[config.mk]
export PLATFORM = sky130hd
export DESIGN_NAME = lbs_loop_ctrl
export DESIGN_NICKNAME = d
export VERILOG_FILES = /design/src/rtl/lbs_pkg.sv /design/src/rtl/lbs_frame_ram.sv /design/src/rtl/lbs_arbiter.sv /design/src/rtl/lbs_depth_ptr.sv /design/src/rtl/lbs_loop_ctrl.sv
export SDC_FILE = /design/constraint.sdc
export NUM_CORES = 1
export LEC_CHECK = 0
export BUFFER_PORTS_ARGS = -buffer_cell sky130_fd_sc_hd__buf_2
export CORE_MARGIN = 1.5
export CORE_UTILIZATION = 35
export DETAILED_ROUTE_END_ITERATION = 12
export PLACE_DENSITY = 0.49
export SYNTH_ARGS = -nofsm -noshare
export SYNTH_HDL_FRONTEND = slang
export SYNTH_HIERARCHICAL = 1
export SYNTH_SLANG_ARGS = --single-unit
[constraint.sdc]
create_clock -name clk -period 8.64 [get_ports clk]
set_input_delay 1.728 -clock clk [delete_from_list [all_inputs] [get_ports clk]]
set_output_delay 1.728 -clock clk [all_outputs]
set_load 0.03 [all_outputs]
[src/rtl/lbs_pkg.sv]
package lbs_pkg;
  typedef enum logic [2:0] {
    ACT_NONE,
    ACT_PUSH,
    ACT_POP,
    ACT_LOOP,
    ACT_EXIT,
    ACT_LCWR,
    ACT_OVF,
    ACT_UDF
  } lbs_act_e;
endpackage

[src/rtl/lbs_frame_ram.sv]
module lbs_frame_ram #(
  parameter int DEPTH = 4,
  parameter int WW    = 52,
  localparam int IW   = (DEPTH > 1) ? $clog2(DEPTH) : 1
) (
  input  logic          clk,
  input  logic          we,
  input  logic [IW-1:0] waddr,
  input  logic [WW-1:0] wdata,
  input  logic [IW-1:0] raddr,
  output logic [WW-1:0] rdata
);
  // no reset on the array so it maps onto distributed RAM
  logic [WW-1:0] mem [DEPTH];

  always_ff @(posedge clk) begin
    if (we) mem[waddr] <= wdata;
  end

  assign rdata = mem[raddr];
endmodule

[src/rtl/lbs_arbiter.sv]
module lbs_arbiter
  import lbs_pkg::*;
#(
  parameter int DEPTH = 4,
  parameter int AW    = 18,
  parameter int CW    = 16,
  localparam int DW   = $clog2(DEPTH + 1),
  localparam int IW   = (DEPTH > 1) ? $clog2(DEPTH) : 1,
  localparam int WW   = CW + 2 * AW
) (
  input  logic          push,
  input  logic [CW-1:0] push_cnt,
  input  logic [AW-1:0] push_start,
  input  logic [AW-1:0] push_end,
  input  logic          pop,
  input  logic          retire_vld,
  input  logic [AW-1:0] retire_pc,
  input  logic          lc_wr,
  input  logic [CW-1:0] lc_wdata,
  input  logic [DW-1:0] depth,
  input  logic [WW-1:0] top_word,
  output lbs_act_e      act,
  output logic          redirect,
  output logic [AW-1:0] redirect_pc,
  output logic          we,
  output logic [IW-1:0] waddr,
  output logic [WW-1:0] wdata
);
  logic          empty, full, hit;
  logic [CW-1:0] top_cnt;
  logic [AW-1:0] top_start, top_end;
  logic [IW-1:0] top_idx;

  assign {top_cnt, top_start, top_end} = top_word;
  assign empty   = (depth == '0);
  assign full    = (depth == DW'(DEPTH));
  assign top_idx = IW'(depth - DW'(1));
  assign hit     = retire_vld && !empty && (retire_pc == top_end);

  always_comb begin
    act = ACT_NONE;
    if (push)                    act = full  ? ACT_OVF : ACT_PUSH;
    else if (pop)                act = empty ? ACT_UDF : ACT_POP;
    else if (hit)                act = (top_cnt != '0) ? ACT_LOOP : ACT_EXIT;
    else if (lc_wr && !empty)    act = ACT_LCWR;
  end

  always_comb begin
    we    = 1'b0;
    waddr = top_idx;
    wdata = top_word;
    unique case (act)
      ACT_PUSH: begin
        we    = 1'b1;
        waddr = IW'(depth);
        wdata = {push_cnt, push_start, push_end};
      end
      ACT_LOOP: begin
        we    = 1'b1;
        wdata = {top_cnt - CW'(1), top_start, top_end};
      end
      ACT_LCWR: begin
        we    = 1'b1;
        wdata = {lc_wdata, top_start, top_end};
      end
      default: ;
    endcase
  end

  assign redirect    = (act == ACT_LOOP);
  assign redirect_pc = top_start;
endmodule

[src/rtl/lbs_depth_ptr.sv]
module lbs_depth_ptr
  import lbs_pkg::*;
#(
  parameter int DEPTH = 4,
  localparam int DW   = $clog2(DEPTH + 1)
) (
  input  logic          clk,
  input  logic          rst,
  input  lbs_act_e      act,
  output logic [DW-1:0] depth,
  output logic          ovf,
  output logic          udf
);
  always_ff @(posedge clk) begin
    if (rst) begin
      depth <= '0;
      ovf   <= 1'b0;
      udf   <= 1'b0;
    end else begin
      ovf <= (act == ACT_OVF);
      udf <= (act == ACT_UDF);
      case (act)
        ACT_PUSH:         depth <= depth + DW'(1);
        ACT_POP, ACT_EXIT: depth <= depth - DW'(1);
        default: ;
      endcase
    end
  end


  depth_bound_chk: assert property (@(posedge clk) disable iff (rst)
    depth <= DW'(DEPTH));


  depth_step_chk: assert property (@(posedge clk) disable iff (rst)
    !$past(rst) |-> (depth == $past(depth) || depth == $past(depth) + DW'(1)
                     || depth == $past(depth) - DW'(1)));
endmodule

[src/rtl/lbs_loop_ctrl.sv]
module lbs_loop_ctrl
  import lbs_pkg::*;
#(
  parameter int DEPTH = 4,
  parameter int AW    = 18,
  parameter int CW    = 16,
  localparam int DW   = $clog2(DEPTH + 1),
  localparam int IW   = (DEPTH > 1) ? $clog2(DEPTH) : 1,
  localparam int WW   = CW + 2 * AW
) (
  input  logic          clk,
  input  logic          rst,
  input  logic          push_i,
  input  logic [CW-1:0] push_cnt_i,
  input  logic [AW-1:0] push_start_i,
  input  logic [AW-1:0] push_end_i,
  input  logic          pop_i,
  input  logic          retire_vld_i,
  input  logic [AW-1:0] retire_pc_i,
  input  logic          lc_wr_i,
  input  logic [CW-1:0] lc_wdata_i,
  output logic          redirect_o,
  output logic [AW-1:0] redirect_pc_o,
  output logic [CW-1:0] lc_o,
  output logic [DW-1:0] depth_o,
  output logic          ovf_o,
  output logic          udf_o
);
  lbs_act_e      act;
  logic          we;
  logic [IW-1:0] waddr, raddr;
  logic [WW-1:0] wdata, top_word;

  assign raddr = IW'(depth_o - DW'(1));

  lbs_frame_ram #(.DEPTH(DEPTH), .WW(WW)) u_ram (
    .clk   (clk),
    .we    (we),
    .waddr (waddr),
    .wdata (wdata),
    .raddr (raddr),
    .rdata (top_word)
  );

  lbs_arbiter #(.DEPTH(DEPTH), .AW(AW), .CW(CW)) u_arb (
    .push        (push_i),
    .push_cnt    (push_cnt_i),
    .push_start  (push_start_i),
    .push_end    (push_end_i),
    .pop         (pop_i),
    .retire_vld  (retire_vld_i),
    .retire_pc   (retire_pc_i),
    .lc_wr       (lc_wr_i),
    .lc_wdata    (lc_wdata_i),
    .depth       (depth_o),
    .top_word    (top_word),
    .act         (act),
    .redirect    (redirect_o),
    .redirect_pc (redirect_pc_o),
    .we          (we),
    .waddr       (waddr),
    .wdata       (wdata)
  );

  lbs_depth_ptr #(.DEPTH(DEPTH)) u_ptr (
    .clk   (clk),
    .rst   (rst),
    .act   (act),
    .depth (depth_o),
    .ovf   (ovf_o),
    .udf   (udf_o)
  );

  assign lc_o = (depth_o == '0) ? '0 : top_word[WW-1 -: CW];


  loop_dec_chk: assert property (@(posedge clk) disable iff (rst)
    redirect_o |=> (lc_o == $past(lc_o) - CW'(1)) && (depth_o == $past(depth_o)));


  redirect_excl_chk: assert property (@(posedge clk) disable iff (rst)
    redirect_o |-> !push_i && !pop_i);


  ovf_full_chk: assert property (@(posedge clk) disable iff (rst)
    ovf_o |-> depth_o == DW'(DEPTH));


  udf_empty_chk: assert property (@(posedge clk) disable iff (rst)
    udf_o |-> depth_o == '0);


  empty_lc_chk: assert property (@(posedge clk) disable iff (rst)
    (depth_o == '0) |-> lc_o == '0);
endmodule

==> results.yml, run 1 <==
critical_path:
  r2r-end: "u_ptr/depth[2]"
  worstPathArrival_ns: 5.38
  cp.required_ns: 6.91
  startpoint: "u_ptr/depth[0]"
  cp-endpoint: "redirect_o"
  crit_fanout: 28
  r2r_slack_ns: 1.89
  worstReg2RegStart: "u_ptr/depth[0]"
  start_kind: "flop"
  critPathCaptureType: "primary output"
  r2r_cells: 17
  crit_type: "reg2out"
finish:
  fin_area_mm2: 0.0114
  multi_input_comb_area_mm2: 0.00302
  post-route-util: 0.413
  regArea_mm2: 0.00635
  fill_cells: 2563
  area_delta_synth_final_pct: 16.5
  drive_gt1_frac: 0.428
  final_nets: 783
floorplan:
  start_util: 0.354
  die_w_um: 170
  core.rowCount: 61
  dieHeight_um: 170
  core-area_mm2: 0.0276
  die_area_mm2: 0.0290
  io_pins: 132
global_routing:
  grt_start_max_net_pins: 41
  gr-usage-all-layers: 0.152
  grt_antenna_before_repair: 4
  grt.overflow.total: 0
  grt_pass1_vias: 5755
  grt_pass1_wl_mm: 33.2
route:
  avgRoutedWirePerCell_um: 19.8
  viasPerCell: 4.97
  drtIter0Drc: 350
  drt.antenna.violating_nets: 0
  vias: 5389
  drc: 0
  first_pass_iters: 4
  drt-total-wl_mm: 21.5
logic_synthesis:
  synth_top_family_by_area: "multiplexers"
  synth-xor-area-share: 0.0249
  syn_area_per_cell_um2: 17.3
  synthCells: 567
  syn_area_mm2: 0.00979
  synth_async_sr_flop_share: 0
  synthFlopType: "edfxtp_1"
  synthMuxAreaShare: 0.165
  synth_top_area_cell: "edfxtp_1"
  synth-compound-area-share: 0.0467
  yosys.area_share.simple: 0.0642
  yosysSeqAreaShare: 0.649
  yosysUniqueCellTypes: 65
  synth_seq_cells: 213
  ys_warn_count: 6
  synth-edff-count: 208
  synthAdderAreaFrac: 0.00511
  synth_nets: 663
  synthTopCellsByArea: "edfxtp_1 (64%), mux4_2 (12%), mux2_2 (4.3%)"
  synth_top_area_frac: 0.638
timing:
  rsz0062_at_grt: "no"
  max_freq_mhz: 141
  hold_viol: 0
  worstMarginPinSlew_ns: 0.954
  relSlewSlack: 0.358
  setup_viol: 0
  finalCritPeriodShare: 0.823
  finalSetupTns_ns: 0
  timing.final.crit_period_ns: 7.11
  fin_skew_ns: 0.0163
  slew_viol_final: 0
place:
  detailed_place_hpwl_mm: 14.2
  gp_congestion: 0.790
  placed_cell_area_mm2: 0.0106
  numPortBuffers: 131
power_and_ir_drop:
  ir_drop_mv: 0.207
  seq_power_share: 0.352
  switchingPower_mw: 1.85
  internal_power_mw: 3.08
  pwr-share-clk: 0.196
  power.density_mw_per_mm2: 433
  power_mw: 4.93
  leakagePower_nw: 4.00
  combPwrFrac: 0.452
  sw_frac_of_total: 0.376
cts:
  cts_tree: "yes"
  cts.path.max_buffers: 3
  clk_pin_slew_ns: 0.06
  clock-root-buffer: "clkbuf_16"
  clock_latency_ns: 0.51
  h-tree-depth: 1
  cts_hold_buffers: 0
  cts.sinks: 213
  cts_buffers: 23
  postCtsSetupBuffers: 0
  cts_resized: 0
hold_path:
  holdCritPathClass: "reg2reg"
outcome:
  status: "finished clean"
job:
  drv_cap: 0
==> registers in the layout, summed over array words and instances, names as in the netlist <==
name         flops
u_ptr/udf        1
u_ram/mem      208
u_ptr/ovf        1
u_ptr/depth      3
==> placed cells by master, fill, tap and decap left out, drive strengths merged, types with 3 or more instances in the layout <==
| cell type | count |
|---|---|
| a21oi | 13 |
| a221o | 5 |
| and2 | 17 |
| buf | 139 |
| bufinv | 3 |
| clkbuf | 25 |
| clkinv | 12 |
| dfxtp | 5 |
| diode | 3 |
| edfxtp | 208 |
| ha | 4 |
| inv | 24 |
| mux2 | 38 |
| mux4 | 52 |
| nand2 | 16 |
| nand2b | 4 |
| nand3 | 5 |
| nand4 | 6 |
| nor2 | 18 |
| nor2b | 4 |
| nor3 | 10 |
| nor4 | 6 |
| o211ai | 12 |
| o21ai | 16 |
| xnor2 | 18 |
| xor2 | 9 |
==> power by group through the flow <==
| stage | Clock, mW | Sequential [mW] | Combinational (mW) |
|---|---|---|---|
| after global placement | 0 | 1.74 | 2.23 |
| after detailed placement | 0 | 1.76 | 2.27 |
| after global routing | 1.02 | 1.76 | 2.44 |
| after floorplan | 0 | 1.76 | 1.81 |
| after CTS | 0.991 | 1.74 | 2.28 |
| final | 0.965 | 1.74 | 2.23 |
==> worst min path at each step <==
| stage | from | end | slack, ns | depth (start not counted) |
|---|---|---|---|---|
| finish | u_ptr/depth[0] | u_ptr/depth[0] | 0.61 | 2 |
| detailed placement | u_ptr/depth[0] | u_ptr/depth[0] | 0.61 | 2 |
| floorplan | u_ptr/depth[1] | u_ptr/depth[1] | 0.68 | 2 |
| global route | u_ptr/depth[0] | u_ptr/depth[0] | 0.66 | 2 |
| CTS | u_ptr/depth[0] | u_ptr/depth[0] | 0.62 | 2 |
| global placement | u_ptr/depth[0] | u_ptr/depth[0] | 0.59 | 2 |
==> final cells by class <==
class | instances | share of cell area
clock inverter | 17 | 0.0148
antenna | 3 | 0.000659
clock buffer | 25 | 0.0512
inverter | 23 | 0.00768
timing repair buffer | 139 | 0.0628
multi-input combinational | 287 | 0.265
sequential | 213 | 0.557
tap | 378 | 0.0415
==> Yosys cell counts, drive strengths merged, types with 2 or more instances <==
library cell,instances
edfxtp,208
mux4,52
buf,40
mux2,38
inv,23
nor2,18
xnor2,18
and2,17
nand2,16
o21ai,16
a21oi,13
o211ai,12
nor3,10
xor2,9
nand4,6
nor4,6
a221o,5
dfxtp,5
nand3,5
clkbuf,4
ha,4
nand2b,4
nor2b,4
a211o,2
a21o,2
and3,2
and3b,2
nor3b,2
o21a,2
or2,2
or3,2
or3b,2
==> worst max-delay path, stage by stage (launching register included) <==
cell and delay, ns:
dfxtp_1 0.47, clkinv_2 0.56, ha_1 0.53, inv_2 0.52, buf_4 0.50, mux4_2 0.40
xnor2_1 0.25, nand2_1 0.11, nor4_2 0.60, nand4_1 0.46, inv_1 0.22, buf_2 0.22
==> per-stage QoR <==
step	instances	hold WS (ns)	worst slack [ns]
after floorplan	567	0.675	1.19
after global placement	1040	0.588	2.01
after detailed placement	1040	0.609	1.86
after CTS	1082	0.621	1.38
after global routing	1082	0.659	1.08
final	1085	0.615	1.53
==> routing by layer <==
layer  vias to the layer above  track usage  wire length, µm
met4                         2       0.0385              350
met5                         -            0               13
met3                        31       0.0305             1300
met1                      2716        0.202             9570
met2                       162        0.254            10200
li1                       2478            -                -
==> cell families (layout without fill, tap and decap cells) <==
kind of cell / Yosys count / count (layout)
DFF: 213 / 213
adders and majority gates: 4 / 4
and+or+nand+nor: 102 / 102
xor gates and xnor gates: 27 / 27
AOI/OAI and AO/OA: 63 / 63
other: 0 / 3
buffers and inverters: 67 / 204
muxes: 91 / 91
Note: power is estimated with default switching activity, not from simulation.
==> run 2: changes to the inputs <==
--- a/config.mk
+++ b/config.mk
@@ -5,11 +5,12 @@
 export SDC_FILE = /design/constraint.sdc
 export NUM_CORES = 1
 export LEC_CHECK = 0
+export ABC_AREA = 1
 export BUFFER_PORTS_ARGS = -buffer_cell sky130_fd_sc_hd__buf_2
 export CORE_MARGIN = 1.5
 export CORE_UTILIZATION = 35
 export DETAILED_ROUTE_END_ITERATION = 12
-export PLACE_DENSITY = 0.49
+export PLACE_DENSITY = 0.48
 export SYNTH_ARGS = -nofsm -noshare
 export SYNTH_HDL_FRONTEND = slang
 export SYNTH_HIERARCHICAL = 1
==> constraint.sdc (replaced) <==
create_clock -name clk -period 6.9 [get_ports clk]
set_input_delay 1.38 -clock clk [delete_from_list [all_inputs] [get_ports clk]]
set_output_delay 1.38 -clock clk [all_outputs]
set_load 0.03 [all_outputs]
==> results.yml, run 2 <==
cts:
  postCtsSetupBuffers: 0
  cts.path.max_buffers: 3
  cts_resized: 0
  clock-root-buffer: "clkbuf_16"
  cts_hold_buffers: 0
  cts_tree: "yes"
  cts_buffers: 24
  h-tree-depth: 1
  clk_pin_slew_ns: 0.06
  clock_latency_ns: 0.52
  cts.sinks: 213
route:
  drt.antenna.violating_nets: 0
  avgRoutedWirePerCell_um: 15.2
  drt-total-wl_mm: 28.7
  drtIter0Drc: 430
  first_pass_iters: 5
  drc: 0
  vias: 8453
  viasPerCell: 4.47
global_routing:
  grt_start_max_net_pins: 73
  grt_antenna_before_repair: 0
  gr-usage-met1: 0.233
  grtUsageMet2: 0.295
  gr-usage-all-layers: 0.172
  grt_use_met3: 0.0202
  grt_pass1_vias: 7997
  grt_pass1_wl_mm: 44.8
  grt.overflow.total: 0
  top_usage_layer: "met2"
place:
  detailed_place_hpwl_mm: 17.9
  placed_cell_area_mm2: 0.0124
  numPortBuffers: 131
  gp_congestion: 0.781
critical_path:
  crit_chain: "clkinv_2 > buf_4 > inv_2 > buf_4 > nand2_1 > nand3_1 > nand2_1 > inv_1 > ha_1 > nand3_2 > nor3_4 > nand3_2 > nand2_2 > nand3_1 > nand2_2 > nand2_4 > nand2_4 > inv_1 > buf_2"
  crit_fanout: 70
  crit_type: "reg2out"
  critPathCaptureType: "primary output"
  start_kind: "flop"
  worstPathArrival_ns: 4.32
  cp.required_ns: 5.52
  r2r_cells: 20
  cp_num_cells: 19
  cp_slowest_cell: "buf_4"
  crit_buf_inv: 7
  crit_family: "simple AND/OR/NAND/NOR gates"
  cpPeakStageDelay_ns: 0.65
logic_synthesis:
  synth_top_area_cell: "edfxtp_1"
  synth-edff-count: 208
  synth_nets: 1426
  yosysSeqAreaShare: 0.552
  yosysUniqueCellTypes: 37
  syn_area_per_cell_um2: 8.64
  synthCells: 1330
  synth_top_area_frac: 0.543
  synth_async_sr_flop_share: 0
  synthFlopType: "edfxtp_1"
  synth_commonest_cells: "nand2_1 (444), inv_1 (296), edfxtp_1 (208)"
  syn_area_mm2: 0.0115
  synthTopCellsByArea: "edfxtp_1 (54%), nand2_1 (14%), inv_1 (9.7%)"
  ys_warn_count: 6
  synth_seq_cells: 213
  synth.most_common_cell: "nand2_1"
timing:
  max_freq_mhz: 175
  relSlewSlack: 0.314
  worstMarginPinSlew_ns: 1.03
  timing.final.crit_period_ns: 5.70
  fin_skew_ns: 0.0116
  slew_viol_final: 0
  setup_viol: 0
  rsz0062_at_grt: "no"
  finalSetupTns_ns: 0
  finalCritPeriodShare: 0.826
  hold_viol: 0
  holdWs_ns: 0.599
floorplan:
  die_area_mm2: 0.0339
  io_pins: 132
  core-area_mm2: 0.0325
  start_util: 0.354
  core.rowCount: 66
  dieHeight_um: 184
  die_w_um: 184
finish:
  drive_gt1_frac: 0.167
  regMostFlops: "u_ram/mem"
  layout_common_cells: "nand2_1 (444), inv_1 (294), edfxtp_1 (208)"
  post-route-util: 0.404
  area_delta_synth_final_pct: 14.0
  fin_area_mm2: 0.0131
  reg_top3: "u_ram/mem x208, u_ptr/depth x3"
  final_common_cell: "nand2_1"
  antenna_cells_inserted: 0
  largest_reg_flops: 208
  final_nets: 1529
job:
  drv_cap: 0
outcome:
  status: "finished clean"
hold_path:
  hold_path_depth: 2
  holdCritPathClass: "reg2reg"
[run 2: cell count changes after synthesis, moves of 10 or more]
cell | previous run | this run
nand2_2 | 0 | 10
a21oi_2 | 0 | 11
and2_4 | 10 | 0
inv_1 | 23 | 296
clkbuf_1 | 3 | 13
nand2_1 | 16 | 444
buf_2 | 7 | 21
mux2_2 | 37 | 0
o21ai_0 | 9 | 21
o211ai_1 | 12 | 0
nand3_1 | 3 | 147
xnor2_1 | 17 | 4
mux4_2 | 50 | 0
nand3_2 | 2 | 15
[run 2: worst min-delay path: stages (launching register included)]
cell	delay [ns]
dfxtp_1	0.36
o21ai_1	0.15
nor2_1	0.04
[run 2: through the flow]
stage	cells	worst slack (ns)
after floorplan	1330	-0.0567
after global placement	1849	1.73
after detailed placement	1849	1.65
after CTS	1893	1.09
after global routing	1893	0.764
final	1893	1.20
[run 2: metal layers]
metal | up-vias | wire length (µm) | part of all wire
li1 | 4339 | - | -
met1 | 3916 | 13500 | 0.47
met2 | 166 | 13600 | 0.47
met3 | 32 | 1190 | 0.041
met4 | 0 | 485 | 0.017
met5 | - | 0 | 0
[run 2: kinds of logic (layout without fill, tap and decap cells)]
group / count (synthesis) / in the layout / share of synthesized area
xor+xnor: 14 / 14 / 0.0107
fa+ha+maj: 4 / 4 / 0.00435
simple gates: 680 / 680 / 0.265
compound gates: 47 / 47 / 0.0264
flops: 213 / 213 / 0.552
buf+inv: 372 / 493 / 0.142
[run 2: path summary, 6_finish.rpt]
kind | start | to | slack [ns]
setup / recovery | u_ptr/depth[0] | redirect_o | 1.20
hold / removal | u_ptr/depth[0] | u_ptr/depth[0] | 0.60
setup reg to reg | u_ptr/depth[0] | u_ram/mem[1][26] | 2.05
hold reg to reg | u_ptr/depth[0] | u_ptr/depth[0] | 0.60
[run 2: final cells by class]
cell class                      count  area, µm²
Clock buffer                       30        644
Clock inverter                     14       83.8
Fill cell                        3312      19300
Inverter                          302       1140
Multi-Input combinational cell    745       3550
Sequential cell                   213       6350
Tap cell                          442        553
Timing Repair Buffer              147        801
Power of run 2 is not shown: default switching activity piles up to over one toggle a cycle in this logic, so the estimate is an artifact.
